`config.mk`:
```
export PLATFORM = sky130hd
export DESIGN_NAME = sb_hazard_ctrl
export DESIGN_NICKNAME = d
export VERILOG_FILES = /design/src/rtl/sb_pkg.sv /design/src/rtl/sb_regfile.sv /design/src/rtl/sb_fu_unit.sv /design/src/rtl/sb_prio_arb.sv /design/src/rtl/sb_hazard_ctrl.sv
export SDC_FILE = /design/constraint.sdc
export NUM_CORES = 1
export LEC_CHECK = 0
export BUFFER_PORTS_ARGS = -buffer_cell sky130_fd_sc_hd__clkbuf_2
export CORE_UTILIZATION = 57
export DETAILED_ROUTE_END_ITERATION = 6
export PLACE_DENSITY = 0.74
export SKIP_CTS_REPAIR_TIMING = 1
export SYNTH_ARGS = -nofsm -noshare
export SYNTH_HDL_FRONTEND = slang
export SYNTH_SLANG_ARGS = --single-unit
```
`constraint.sdc`:
```
create_clock -name clk -period 8.2 [get_ports clk]
set_input_delay 2.46 -clock clk [delete_from_list [all_inputs] [get_ports clk]]
set_output_delay 2.46 -clock clk [all_outputs]
set_load 0.005 [all_outputs]
```
`src/rtl/sb_pkg.sv`:
```
package sb_pkg;
    localparam int NUNIT   = 5;
    localparam int TAGW    = 3;
    localparam int U_ALU   = 0;
    localparam int U_LOAD  = 1;
    localparam int U_STORE = 2;
    localparam int U_FP0   = 3;
    localparam int U_FP1   = 4;

    typedef logic [TAGW-1:0] tag_t;

    typedef enum logic [1:0] {
        CLS_ALU   = 2'd0,
        CLS_LOAD  = 2'd1,
        CLS_STORE = 2'd2,
        CLS_FP    = 2'd3
    } fu_cls_e;

    typedef enum logic [1:0] {
        FU_IDLE = 2'd0,
        FU_WAIT = 2'd1,
        FU_EXEC = 2'd2,
        FU_DONE = 2'd3
    } fu_state_e;
endpackage

```
`src/rtl/sb_regfile.sv`:
```
module sb_regfile #(
    parameter int NREG = 8,
    parameter int DW   = 8,
    localparam int AW  = $clog2(NREG)
) (
    input  logic                     clk,
    input  logic                     rst_n,
    input  logic                     we,
    input  logic [AW-1:0]            waddr,
    input  logic [DW-1:0]            wdata,
    output logic [NREG-1:0][DW-1:0]  q,
    output logic [NREG-1:0][DW-1:0]  view
);
    logic [NREG-1:0][DW-1:0] mem_q;

    always_ff @(posedge clk or negedge rst_n) begin
        if (!rst_n) begin
            for (int i = 0; i < NREG; i++) mem_q[i] <= DW'(i);
        end else if (we) begin
            mem_q[waddr] <= wdata;
        end
    end

    // write-through view used by issuing units
    always_comb begin
        view = mem_q;
        if (we) view[waddr] = wdata;
    end

    assign q = mem_q;
endmodule

```
`src/rtl/sb_fu_unit.sv`:
```
module sb_fu_unit
    import sb_pkg::*;
#(
    parameter int NREG = 8,
    parameter int DW   = 8,
    parameter int OPW  = 4,
    parameter int LAT  = 1,
    localparam int AW  = $clog2(NREG),
    localparam int CW  = $clog2(LAT + 1)
) (
    input  logic                     clk,
    input  logic                     rst_n,
    input  logic                     alloc,
    input  logic [OPW-1:0]           a_op,
    input  logic [AW-1:0]            a_rd,
    input  logic [AW-1:0]            a_rs1,
    input  logic [AW-1:0]            a_rs2,
    input  tag_t                     a_t1,
    input  tag_t                     a_t2,
    input  logic                     bc_fire,
    input  tag_t                     bc_tag,
    input  logic                     grant,
    input  logic [NREG-1:0][DW-1:0]  rf_view,
    output fu_state_e                st,
    output logic [AW-1:0]            rd,
    output logic [AW-1:0]            rs1,
    output logic [AW-1:0]            rs2,
    output tag_t                     t1,
    output tag_t                     t2,
    output logic [DW-1:0]            result
);
    fu_state_e      st_q, st_d;
    logic [OPW-1:0] op_q;
    logic [AW-1:0]  rd_q, rs1_q, rs2_q;
    tag_t           t1_q, t2_q;
    logic [CW-1:0]  cnt_q;
    logic [DW-1:0]  res_q;
    logic           hit1, hit2, ops_ok;

    assign hit1   = bc_fire && (t1_q == bc_tag);
    assign hit2   = bc_fire && (t2_q == bc_tag);
    assign ops_ok = (t1_q == '0 || hit1) && (t2_q == '0 || hit2);

    always_comb begin
        st_d = st_q;
        unique case (st_q)
            FU_IDLE: if (alloc) st_d = FU_WAIT;
            FU_WAIT: if (ops_ok) st_d = FU_EXEC;
            FU_EXEC: if (cnt_q == CW'(1)) st_d = FU_DONE;
            FU_DONE: if (grant) st_d = alloc ? FU_WAIT : FU_IDLE;
            default: st_d = FU_IDLE;
        endcase
    end

    always_ff @(posedge clk or negedge rst_n) begin
        if (!rst_n) st_q <= FU_IDLE;
        else        st_q <= st_d;
    end

    always_ff @(posedge clk or negedge rst_n) begin
        if (!rst_n) begin
            op_q  <= '0;
            rd_q  <= '0;
            rs1_q <= '0;
            rs2_q <= '0;
            t1_q  <= '0;
            t2_q  <= '0;
            cnt_q <= '0;
            res_q <= '0;
        end else begin
            if (alloc) begin
                op_q  <= a_op;
                rd_q  <= a_rd;
                rs1_q <= a_rs1;
                rs2_q <= a_rs2;
                t1_q  <= a_t1;
                t2_q  <= a_t2;
            end else begin
                if (hit1) t1_q <= '0;
                if (hit2) t2_q <= '0;
            end
            if (st_q == FU_WAIT && st_d == FU_EXEC) begin
                cnt_q <= CW'(LAT);
                res_q <= rf_view[rs1_q] + rf_view[rs2_q] + DW'(op_q);
            end else if (st_q == FU_EXEC) begin
                cnt_q <= cnt_q - CW'(1);
            end
        end
    end

    assign st     = st_q;
    assign rd     = rd_q;
    assign rs1    = rs1_q;
    assign rs2    = rs2_q;
    assign t1     = t1_q;
    assign t2     = t2_q;
    assign result = res_q;
endmodule

```
`src/rtl/sb_prio_arb.sv`:
```
module sb_prio_arb #(
    parameter int N = 5
) (
    input  logic [N-1:0] req,
    output logic [N-1:0] gnt
);
    logic found;

    always_comb begin
        gnt   = '0;
        found = 1'b0;
        for (int i = 0; i < N; i++) begin
            if (req[i] && !found) begin
                gnt[i] = 1'b1;
                found  = 1'b1;
            end
        end
    end
endmodule

```
`src/rtl/sb_hazard_ctrl.sv`:
```
module sb_hazard_ctrl
    import sb_pkg::*;
#(
    parameter int NREG      = 8,
    parameter int DW        = 8,
    parameter int OPW       = 4,
    parameter int LAT_ALU   = 1,
    parameter int LAT_LOAD  = 2,
    parameter int LAT_STORE = 1,
    parameter int LAT_FP    = 3,
    localparam int AW       = $clog2(NREG)
) (
    input  logic            clk,
    input  logic            rst_n,
    input  logic            disp_valid,
    input  logic [1:0]      disp_cls,
    input  logic [OPW-1:0]  disp_op,
    input  logic [AW-1:0]   disp_rd,
    input  logic [AW-1:0]   disp_rs1,
    input  logic [AW-1:0]   disp_rs2,
    output logic            disp_ready,
    output logic            retire_valid,
    output logic [2:0]      retire_tag,
    output logic            rf_we,
    output logic [AW-1:0]   rf_waddr,
    output logic [DW-1:0]   rf_wdata,
    input  logic [AW-1:0]   dbg_raddr,
    output logic [DW-1:0]   dbg_rdata
);
    fu_state_e               st    [NUNIT];
    logic [AW-1:0]           u_rd  [NUNIT];
    logic [AW-1:0]           u_rs1 [NUNIT];
    logic [AW-1:0]           u_rs2 [NUNIT];
    tag_t                    u_t1  [NUNIT];
    tag_t                    u_t2  [NUNIT];
    logic [DW-1:0]           u_res [NUNIT];
    logic [NUNIT-1:0]        alloc, req, gnt, war_blk, unit_free;
    tag_t                    regstat_q [NREG];
    logic [NREG-1:0][DW-1:0] rf_q, rf_view;
    logic                    bc_fire, has_dest, tgt_free, waw_ok, disp_fire;
    logic [2:0]              gidx, tgt;
    tag_t                    bc_tag, eff_rd, eff_rs1, eff_rs2;

    // retire selection
    always_comb begin
        for (int i = 0; i < NUNIT; i++) begin
            war_blk[i] = 1'b0;
            if (i != U_STORE) begin
                for (int j = 0; j < NUNIT; j++) begin
                    if (j != i && st[j] == FU_WAIT &&
                        ((u_rs1[j] == u_rd[i] && u_t1[j] == '0) ||
                         (u_rs2[j] == u_rd[i] && u_t2[j] == '0)))
                        war_blk[i] = 1'b1;
                end
            end
            req[i] = (st[i] == FU_DONE) && !war_blk[i];
        end
    end

    sb_prio_arb #(.N(NUNIT)) u_arb (.req(req), .gnt(gnt));

    always_comb begin
        gidx = '0;
        for (int i = 0; i < NUNIT; i++) if (gnt[i]) gidx = 3'(i);
    end

    assign bc_fire      = |gnt;
    assign bc_tag       = bc_fire ? tag_t'(gidx + 3'd1) : '0;
    assign rf_we        = bc_fire && (gidx != 3'(U_STORE));
    assign rf_waddr     = u_rd[gidx];
    assign rf_wdata     = u_res[gidx];
    assign retire_valid = bc_fire;
    assign retire_tag   = bc_tag;

    // dispatch: tags as seen after this cycle's retire
    always_comb begin
        eff_rd  = (rf_we && rf_waddr == disp_rd)  ? '0 : regstat_q[disp_rd];
        eff_rs1 = (rf_we && rf_waddr == disp_rs1) ? '0 : regstat_q[disp_rs1];
        eff_rs2 = (rf_we && rf_waddr == disp_rs2) ? '0 : regstat_q[disp_rs2];
        for (int i = 0; i < NUNIT; i++)
            unit_free[i] = (st[i] == FU_IDLE) || (st[i] == FU_DONE && gnt[i]);
        unique case (fu_cls_e'(disp_cls))
            CLS_ALU:   tgt = 3'(U_ALU);
            CLS_LOAD:  tgt = 3'(U_LOAD);
            CLS_STORE: tgt = 3'(U_STORE);
            CLS_FP:    tgt = unit_free[U_FP0] ? 3'(U_FP0) : 3'(U_FP1);
            default:   tgt = 3'(U_ALU);
        endcase
        tgt_free = unit_free[tgt];
        has_dest = (fu_cls_e'(disp_cls) != CLS_STORE);
        waw_ok   = !has_dest || (eff_rd == '0);
        for (int i = 0; i < NUNIT; i++)
            alloc[i] = disp_fire && (tgt == 3'(i));
    end

    assign disp_ready = tgt_free && waw_ok;
    assign disp_fire  = disp_valid && disp_ready;

    always_ff @(posedge clk or negedge rst_n) begin
        if (!rst_n) begin
            for (int r = 0; r < NREG; r++) regstat_q[r] <= '0;
        end else begin
            if (rf_we) regstat_q[rf_waddr] <= '0;
            if (disp_fire && has_dest) regstat_q[disp_rd] <= tag_t'(tgt + 3'd1);
        end
    end

    sb_regfile #(.NREG(NREG), .DW(DW)) u_rf (
        .clk(clk), .rst_n(rst_n), .we(rf_we), .waddr(rf_waddr),
        .wdata(rf_wdata), .q(rf_q), .view(rf_view)
    );

    assign dbg_rdata = rf_q[dbg_raddr];

    for (genvar g = 0; g < NUNIT; g++) begin : g_unit
        localparam int LAT_G = (g == U_ALU)   ? LAT_ALU  :
                               (g == U_LOAD)  ? LAT_LOAD :
                               (g == U_STORE) ? LAT_STORE : LAT_FP;
        sb_fu_unit #(.NREG(NREG), .DW(DW), .OPW(OPW), .LAT(LAT_G)) u_fu (
            .clk(clk), .rst_n(rst_n), .alloc(alloc[g]),
            .a_op(disp_op), .a_rd(disp_rd), .a_rs1(disp_rs1), .a_rs2(disp_rs2),
            .a_t1(eff_rs1), .a_t2(eff_rs2),
            .bc_fire(bc_fire), .bc_tag(bc_tag), .grant(gnt[g]), .rf_view(rf_view),
            .st(st[g]), .rd(u_rd[g]), .rs1(u_rs1[g]), .rs2(u_rs2[g]),
            .t1(u_t1[g]), .t2(u_t2[g]), .result(u_res[g])
        );
    end
endmodule

```
# Yosys cells after proc, flatten, opt, wreduce, memory -nomap -nowiden
# Cells that the tools add are included.
[word_totals]
out_inout_bits = 25
in_bits = 21
ff_bits = 241
[op_classes]
mux = 144
eq_ne = 77
bitwise_logic = 7
magnitude_cmp = 21
n_addsub = 17
n_reduce_logical = 171
[op_table]
columns = ["op", "n"]
rows = [
  ["8-bit binary-select mux with 3-bit select", 12],
  ["3-bit == test", 45],
  ["8-bit 2-to-1 mux", 14],
  ["3-bit 2-to-1 mux", 36],
  ["1-bit logical AND", 96],
  ["64-bit bitwise mux", 1],
  ["64-bit 2-to-1 mux", 1],
  ["2-bit 2-to-1 mux", 28],
  ["3-bit by 4-bit less-than comparator with 1-bit output, second input constant", 13],
  ["24-bit 2-to-1 mux", 2],
  ["8-bit by 4-bit adder with 8-bit output", 5],
  ["8-bit adder", 5],
  ["2-bit one-hot mux with 4 select lines", 5],
  ["3-bit binary-select mux with 3-bit select", 4],
  ["3-bit zero test", 12],
  ["1-bit 2-to-1 mux", 35],
  ["2-bit == test, second input constant", 17],
  ["1-bit logical OR", 32],
  ["2-bit nonzero test", 15],
  ["24-bit AND", 1],
  ["24-bit bitwise mux", 1],
  ["8-bit demux with 3-bit select", 1],
  ["24-bit NOT", 1],
  ["4-bit greater-or-equal comparator, second input constant", 5],
  ["18 further kinds", 50],
]

# Longest topological paths before layout
# Gate-level depths: netlist of the first run.
[depth]
depth_word = 42
mapped_depth = 36
ltp_nobuf = 30

# Cells and area by module
# A second synthesis of the first run with hierarchy kept.
[unflattened]
hier_cells = 1673
area_unflattened_um2 = 19850.3
[by_module_without_submodules]
columns = ["module", "cells_each", "n_inst", "area_per_inst_um2", "seq_area_each_um2"]
rows = [
  ["sb_fu_unit at g_unit[3].u_fu ...", 206, 2, 2598.7, 775.7],
  ["sb_fu_unit at g_unit[0].u_fu ...", 192, 2, 2560.0, 750.7],
  ["sb_hazard_ctrl", 523, 1, 4415.5, 600.6],
  ["sb_fu_unit at g_unit[1].u_fu", 205, 1, 2595.0, 775.7],
  ["sb_regfile", 143, 1, 2467.4, 1616.6],
  ["sb_prio_arb", 6, 1, 55.1, 0.0],
]

# Worst setup path before layout of the first run
# OpenSTA, ideal clock, no wires.
[synth_timing]
path_kind = "reg-to-reg"
startpoint = "register g_unit[2].u_fu.t1_q[2]"
endpoint = "register g_unit[2].u_fu.res_q[7]"
path_stages_with_launch = 32
required_time_ns = 8.074
t_arrival_ns = 6.681
path_slack_ns = 1.393
synth_period_minus_slack_ns = 6.807
path_cell_list = "dfrtp_1 nor3_2 nand4_1 a21oi_1 nor4_2 and3_1 buf_6 a21oi_2 buf_2 buf_4 inv_1 ha_1 o21ba_2 a211oi_2 nand3_1 clkbuf_1 mux2_2 clkbuf_1 mux4_2 nand2_1 o21ai_0 fa_1 ha_1 fa_1 a21o_1 a21oi_1 o21bai_1 a21oi_1 xnor2_1 xnor2_1 a211oi_2 a221o_1"
[synth_lines]
columns = ["item", "line_no", "source"]
rows = [
  ["start, declared", "sb_fu_unit.sv:35", "tag_t t1_q, t2_q;"],
  ["start signal, assigned", "sb_fu_unit.sv:76", "t1_q <= a_t1;"],
  ["end signal, assigned", "sb_fu_unit.sv:84", "res_q <= rf_view[rs1_q] + rf_view[rs2_q] + DW'(op_q);"],
  ["end, declared", "sb_fu_unit.sv:37", "logic [DW-1:0] res_q;"],
]

# Worst setup path after layout of the first run
[layout_timing]
startpoint = "register g_unit[0].u_fu.rd_q[2]"
endpoint = "register g_unit[0].u_fu.res_q[7]"
[layout_between]
elab_chain_len = 41
word_cells_on_any_way = 112
classes_between = "add/sub: 3; order compare: 2; eq/ne: 13; mux: 41; bitwise: 1; reduce/logical: 52"
[layout_rtl]
columns = ["item", "line_no", "source"]
rows = [
  ["start, declared", "sb_fu_unit.sv:34", "logic [AW-1:0] rd_q, rs1_q, rs2_q;"],
  ["start signal, assigned", "sb_fu_unit.sv:73", "rd_q <= a_rd;"],
  ["branches (longest 41 deep; another with 3-bit == test)", "--", ""],
  ["end signal, assigned", "sb_fu_unit.sv:84", ""],
  ["end, declared", "sb_fu_unit.sv:37", ""],
]
# Several ways; the timed one is not identified. The select of a mux whose other input is x is not followed.
# A chain may end at the register's enable or synchronous reset.

==> impl_metrics.env, run 1 <==
export IMPL_clk_pin_slew_worst_paths_ns=0.07
export IMPL_cp_common_cell="xnor2_1"
export IMPL_drive_gt1_share_pct=25.9
export IMPL_slowest_delay_ns=0.67
export IMPL_required_ns=8.65
export IMPL_num_io_pins=46
export IMPL_synth_seq_cells=241
export IMPL_cts_buffer_depth=3
export IMPL_finClkSkew_ns=0.0195
export IMPL_postRouteAntennaNets=0
export IMPL_slew_headroom_pct=27.5
export IMPL_drv_slew=0
export IMPL_rr_worst_depth=29
export IMPL_worstHoldEndpoint="g_unit[0].u_fu.result[6]$_DFFE_PN0P_"
export IMPL_gr_usage_all_layers_pct=36.8
export IMPL_cts_root_buf="clkbuf_16"
export IMPL_gr_total_overflow=0
export IMPL_worst_slew_pin_slew_ns=1.09
export IMPL_die_area_um2=36100
export IMPL_drt_iter0_drc=1635
export IMPL_r2r_start="g_unit[0].u_fu.rd[2]$_DFFE_PN0P_"
export IMPL_gp_congestion=1.02
export IMPL_async_flop_share_pct=100
export IMPL_critPathLaunchType="register"
export IMPL_place_area_um2=20400
export IMPL_antenna_found_initial=0
export IMPL_nets=1944
export IMPL_min_delay_start="g_unit[0].u_fu.result[6]$_DFFE_PN0P_"
export IMPL_yosys_warnings=0
export IMPL_dr_pass1_iters=6
export IMPL_h_tree_depth=1
export IMPL_ff2ff_setup_slack_ns=0.28
export IMPL_grt_pass1_wl_um=98400
export IMPL_critical_path_top_delay_family="simple AND/OR/NAND/NOR gates"
export IMPL_synth_edf_count=0
export IMPL_period_needed_ns=7.92
export IMPL_die_y_um=190
export IMPL_yosys_most_used_dff="dfrtp_1"
export IMPL_vias_per_cell=6.99
export IMPL_path_class="reg2reg"
export IMPL_crit_start="g_unit[0].u_fu.rd[2]$_DFFE_PN0P_"
export IMPL_dieWidth_um=190
export IMPL_syn_cell_area_um2=20100
export IMPL_synth_area_leader_cell="dfrtp_1"
export IMPL_timing_fmax_mhz=126
export IMPL_syn_num_nets=2036
export IMPL_synth_seq_area_share_pct=30.0
export IMPL_fp_coreArea_um2=34600
export IMPL_drc_errors=0
export IMPL_cts_sinks=241
export IMPL_io_buffers=45
export IMPL_start_util_pct=58.1
export IMPL_critPathSlowestCell="mux2i_1"
export IMPL_worstPathArrival_ns=8.37
export IMPL_cap_violations=0
export IMPL_syn_to_final_growth_pct=6.30
export IMPL_final_common_cell="dfrtp_1"
export IMPL_final_cell_mix="dfrtp_1, nand2_1, mux4_2, o21ai_0, xnor2_1"
export IMPL_finalCritPeriodShare_pct=96.6
export IMPL_via_count=16215
export IMPL_worstSetupPathDepth=29
export IMPL_grt_max_degree=148
export IMPL_finalSetupViolCount=0
export IMPL_synth_area_leaders="dfrtp_1, mux4_2, mux2_2"
export IMPL_synth_top_cell_area_share_pct=28.5
export IMPL_fillers=2782
export IMPL_synthDistinctLibCells=77
export IMPL_cts_buffers_inserted=28
export IMPL_fin_area_um2=21400
export IMPL_syn_avg_cell_area_um2=10.4
export IMPL_postSynthCellCount=1934
export IMPL_critPathBufInv=4
export IMPL_hold_class="reg2reg"
export IMPL_rsz0062_at_grt="no"
export IMPL_r2r_end="g_unit[0].u_fu.result[7]$_DFFE_PN0P_"
export IMPL_hold_viol=0
export IMPL_clk_latency_ns=0.59
export IMPL_hpwl_um=44700
export IMPL_wl_per_cell_um=28.0
export IMPL_hold_depth=2
export IMPL_cp_end_kind="register"
export IMPL_wl_um=64900
export IMPL_status="completed"
export IMPL_rows=68
export IMPL_critical_path_max_fanout=15
export IMPL_setup_tns_final_ns=0
export IMPL_grt_pass1_vias=16221
export IMPL_cts_tree="built"
## logic make-up after synthesis
group / Yosys count / share of synthesized area [%]
flops: 241 / 30.0
simple gates: 434 / 10.8
mux: 355 / 29.2
buf+inv: 318 / 6.51
compound gates: 334 / 10.0
xor+xnor: 171 / 7.44
fa+ha+maj: 81 / 5.97
## metal layers
| layer | up-vias | track usage, % | share of wire, % |
|---|---|---|---|
| li1 | 6799 | - | - |
| met4 | 0 | 25.2 | 7.9 |
| met2 | 1097 | 58.0 | 46 |
| met3 | 292 | 7.67 | 10 |
| met5 | - | 0 | 0 |
| met1 | 8027 | 45.7 | 36 |
## cell usage after synthesis, types with 6 or more instances
library cell	n
a211oi_1	9
a21o_1	19
a21oi_1	64
and3_1	12
buf_1	14
buf_2	33
buf_4	13
clkbuf_1	154
dfrtp_1	229
dfstp_2	12
fa_1	25
ha_1	56
inv_1	93
mux2_1	7
mux2_2	117
mux2i_1	57
mux4_2	172
nand2_1	182
nand2b_1	22
nand3_1	37
nand4_1	48
nand4b_1	7
nor2_1	54
nor2b_1	13
nor3_1	13
nor3_2	7
nor3b_1	10
o21ai_0	157
o21ai_1	10
o221ai_1	6
o22ai_1	7
xnor2_1	137
xor2_1	34
## sequential cells by signal (all words and copies together), names as in the netlist
| signal | count |
|---|---|
| g_unit.u_fu.rd | 15 |
| g_unit.u_fu.cnt_q | 8 |
| g_unit.u_fu.t2 | 15 |
| g_unit.u_fu.t1 | 15 |
| regstat_q | 24 |
| g_unit.u_fu.result | 40 |
| g_unit.u_fu.rs1 | 15 |
| u_rf.q | 64 |
| g_unit.u_fu.rs2 | 15 |
| g_unit.u_fu.st | 10 |
| g_unit.u_fu.op_q | 20 |
## per-stage QoR
step                      worst slack [ns]  hold slack (ns)  utilization, %  instances
after floorplan                       1.39            0.444               -       1934
after global placement               0.549            0.462            58.9       2267
after detailed placement             0.395            0.470            58.9       2267
after CTS                            0.351            0.485            61.7       2319
after global routing               0.00829            0.500            61.8       2319
final                                0.276            0.486            61.8       2320
## worst min-delay path: stages (launching register included)
cell and delay, ns:
dfrtp_1 0.34, nand2_1 0.04, o21ai_0 0.07
## layout make-up
class | count | area [µm²] | area share (%)
Multi-Input combinational cell | 1375 | 12800 | 59.9
Sequential cell | 241 | 6050 | 28.3
Clock buffer | 41 | 811 | 3.79
Timing Repair Buffer | 96 | 631 | 2.95
Tap cell | 455 | 569 | 2.66
Inverter | 100 | 378 | 1.77
Clock inverter | 11 | 145 | 0.678
Antenna cell | 1 | 2.50 | 0.0117
## how the worst max path moves through the flow
stage                                      endpoint  slack [ns]
2_1_floorplan  g_unit[2].u_fu.result[7]$_DFFE_PN0P_        1.39
5_1_grt        g_unit[0].u_fu.result[7]$_DFFE_PN0P_       0.008
3_3_place_gp   g_unit[0].u_fu.result[7]$_DFFE_PN0P_        0.55
6_report       g_unit[0].u_fu.result[7]$_DFFE_PN0P_        0.28
3_5_place_dp   g_unit[0].u_fu.result[7]$_DFFE_PN0P_        0.40
4_1_cts        g_unit[0].u_fu.result[7]$_DFFE_PN0P_        0.35
Power of run 1 is not shown: default switching activity piles up to over one toggle a cycle in this logic, so the estimate is an artifact.
==> run 2: changes to the inputs <==
--- a/config.mk
+++ b/config.mk
@@ -5,10 +5,12 @@
 export SDC_FILE = /design/constraint.sdc
 export NUM_CORES = 1
 export LEC_CHECK = 0
-export BUFFER_PORTS_ARGS = -buffer_cell sky130_fd_sc_hd__clkbuf_2
 export CORE_UTILIZATION = 57
+export CTS_BUF_LIST = sky130_fd_sc_hd__clkbuf_4
 export DETAILED_ROUTE_END_ITERATION = 6
-export PLACE_DENSITY = 0.74
+export DONT_BUFFER_PORTS = 1
+export PLACE_DENSITY = 0.72
+export SETUP_SLACK_MARGIN = 0.3
 export SKIP_CTS_REPAIR_TIMING = 1
 export SYNTH_ARGS = -nofsm -noshare
 export SYNTH_HDL_FRONTEND = slang
==> run 2 against run 1 <==
Against the previous run:
- global-route usage increased by 1.4 points
- critical path depth decreased by 1
- non-clock buffer count decreased by 23
- final area decreased by 0.89%
- fmax increased by 4.2%
- clock skew increased by 0.035 ns
- flip-flop and latch count unchanged
- final cell count increased by 1.9%
- die area unchanged
- sequential share of layout area increased by 0.28 points
- utilization decreased by 0.55 points
- register-to-register slack improved by 0.32 ns
- critical path type unchanged
- critical endpoint unchanged
- highest routed layer is now met5
==> impl_metrics.env, run 2 (synthesized netlist as in run 1, its figures left out) <==
export IMPL_status="completed"
export IMPL_cts_sinks=241
export IMPL_antenna_found_initial=2
export IMPL_dieWidth_um=190
export IMPL_slowest_delay_ns=0.53
export IMPL_final_common_cell="dfrtp_1"
export IMPL_start_util_pct=58.1
export IMPL_rows=68
export IMPL_num_io_pins=46
export IMPL_cts_tree="built"
export IMPL_worstPathArrival_ns=8.21
export IMPL_cts_buffer_depth=3
export IMPL_drive_gt1_share_pct=27.5
export IMPL_gp_congestion=1.01
export IMPL_largest_reg_flops=64
export IMPL_hold_depth=2
export IMPL_multi_input_area_um2=12800
export IMPL_setup_tns_final_ns=0
export IMPL_finalSetupViolCount=0
export IMPL_clk_pin_slew_worst_paths_ns=0.06
export IMPL_drt_iter0_drc=1584
export IMPL_postRouteAntennaNets=0
export IMPL_final_cells=2364
export IMPL_cts_root_buf="clkbuf_4"
export IMPL_grt_max_degree=242
export IMPL_via_count=16220
export IMPL_slew_headroom_pct=22.5
export IMPL_finalCritPeriodShare_pct=92.8
export IMPL_hold_viol=0
export IMPL_nets=1963
export IMPL_gr_total_overflow=0
export IMPL_fillers=2867
export IMPL_clk_latency_ns=0.77
export IMPL_critical_path_max_fanout=11
export IMPL_required_ns=8.80
export IMPL_seq_area_um2=6050
export IMPL_dp_cells=2244
export IMPL_fin_util_pct=61.2
export IMPL_crit_start="g_unit[1].u_fu.t2[2]$_DFFE_PN0P_"
export IMPL_wl_per_cell_um=28.3
export IMPL_fp_coreArea_um2=34600
export IMPL_syn_to_final_growth_pct=5.35
export IMPL_grt_pass1_wl_um=101000
export IMPL_critPathLaunchType="register"
export IMPL_critPathSlowestCell="nor3_2"
export IMPL_min_delay_start="g_unit[1].u_fu.result[3]$_DFFE_PN0P_"
export IMPL_io_buffers=0
export IMPL_gr_usage_all_layers_pct=38.2
export IMPL_drv_slew=0
export IMPL_cp_end_kind="register"
export IMPL_final_cell_mix="dfrtp_1, nand2_1, mux4_2, o21ai_0, xnor2_1"
export IMPL_die_y_um=190
export IMPL_hold_class="reg2reg"
export IMPL_dr_pass1_iters=5
export IMPL_timing_fmax_mhz=131
export IMPL_cap_violations=0
export IMPL_drc_errors=0
export IMPL_r2r_start="g_unit[1].u_fu.t2[2]$_DFFE_PN0P_"
export IMPL_path_class="reg2reg"
export IMPL_finClkSkew_ns=0.0545
export IMPL_rsz0062_at_grt="no"
export IMPL_hpwl_um=45600
export IMPL_worst_slack_ns=0.594
export IMPL_ff2ff_setup_slack_ns=0.59
export IMPL_rr_worst_depth=28
export IMPL_die_area_um2=36100
export IMPL_vias_per_cell=6.86
export IMPL_period_needed_ns=7.61
export IMPL_cts_buffers_inserted=70
export IMPL_pre_cts_slack_ns=0.502
export IMPL_wl_um=66800
export IMPL_grt_pass1_vias=16307
export IMPL_worst_slew_pin_slew_ns=1.16
export IMPL_worstHoldEndpoint="g_unit[1].u_fu.result[3]$_DFFE_PN0P_"
export IMPL_r2r_end="g_unit[0].u_fu.result[7]$_DFFE_PN0P_"
export IMPL_h_tree_depth=3
## run 2: worst max-delay path by stage
stage	to	slack, ns	cells past startpoint
6_report	g_unit[0].u_fu.result[7]$_DFFE_PN0P_	0.59	28
2_1_floorplan	g_unit[2].u_fu.result[7]$_DFFE_PN0P_	1.39	31
4_1_cts	g_unit[0].u_fu.result[7]$_DFFE_PN0P_	0.46	31
3_5_place_dp	g_unit[0].u_fu.result[7]$_DFFE_PN0P_	0.50	31
5_1_grt	g_unit[0].u_fu.result[7]$_DFFE_PN0P_	0.32	32
3_3_place_gp	g_unit[4].u_fu.result[7]$_DFFE_PN0P_	0.63	27
## run 2: cell type report
cell class / instances / share of cell area [%]
multi-input combinational: 1375 / 60.4
clock inverter: 16 / 0.407
inverter: 100 / 1.78
clock buffer: 102 / 3.61
antenna: 2 / 0.0236
tap: 455 / 2.69
sequential: 241 / 28.5
timing repair buffer: 73 / 2.58
## run 2: stage by stage
| step | hold slack, ns | cell area [µm²] |
|---|---|---|
| finish | 0.482 | 21200 |
| global route | 0.504 | 21200 |
| CTS | 0.484 | 21200 |
| detailed placement | 0.470 | 20300 |
| global placement | 0.464 | 20300 |
| floorplan | 0.444 | 20100 |
## run 2: metal layers
layer	wire length [µm]	global-route usage, %
met5	65	1.37
met4	5320	27.3
met3	6270	9.00
met2	30400	58.6
met1	24800	47.5
## run 2: worst max-delay path, delay by kind of cell, from the launching register on
| kind | cells | cell delay (ns) |
|---|---|---|
| AOI/OAI and AO/OA | 7 | 1.22 |
| adders and majority gates | 3 | 1.15 |
| muxes | 2 | 0.83 |
| xor gates and xnor gates | 3 | 0.73 |
| DFF | 1 | 0.42 |
| and+or+nand+nor | 10 | 2.64 |
| buffers and inverters | 3 | 0.48 |
Power of run 2 is left out for the same reason.
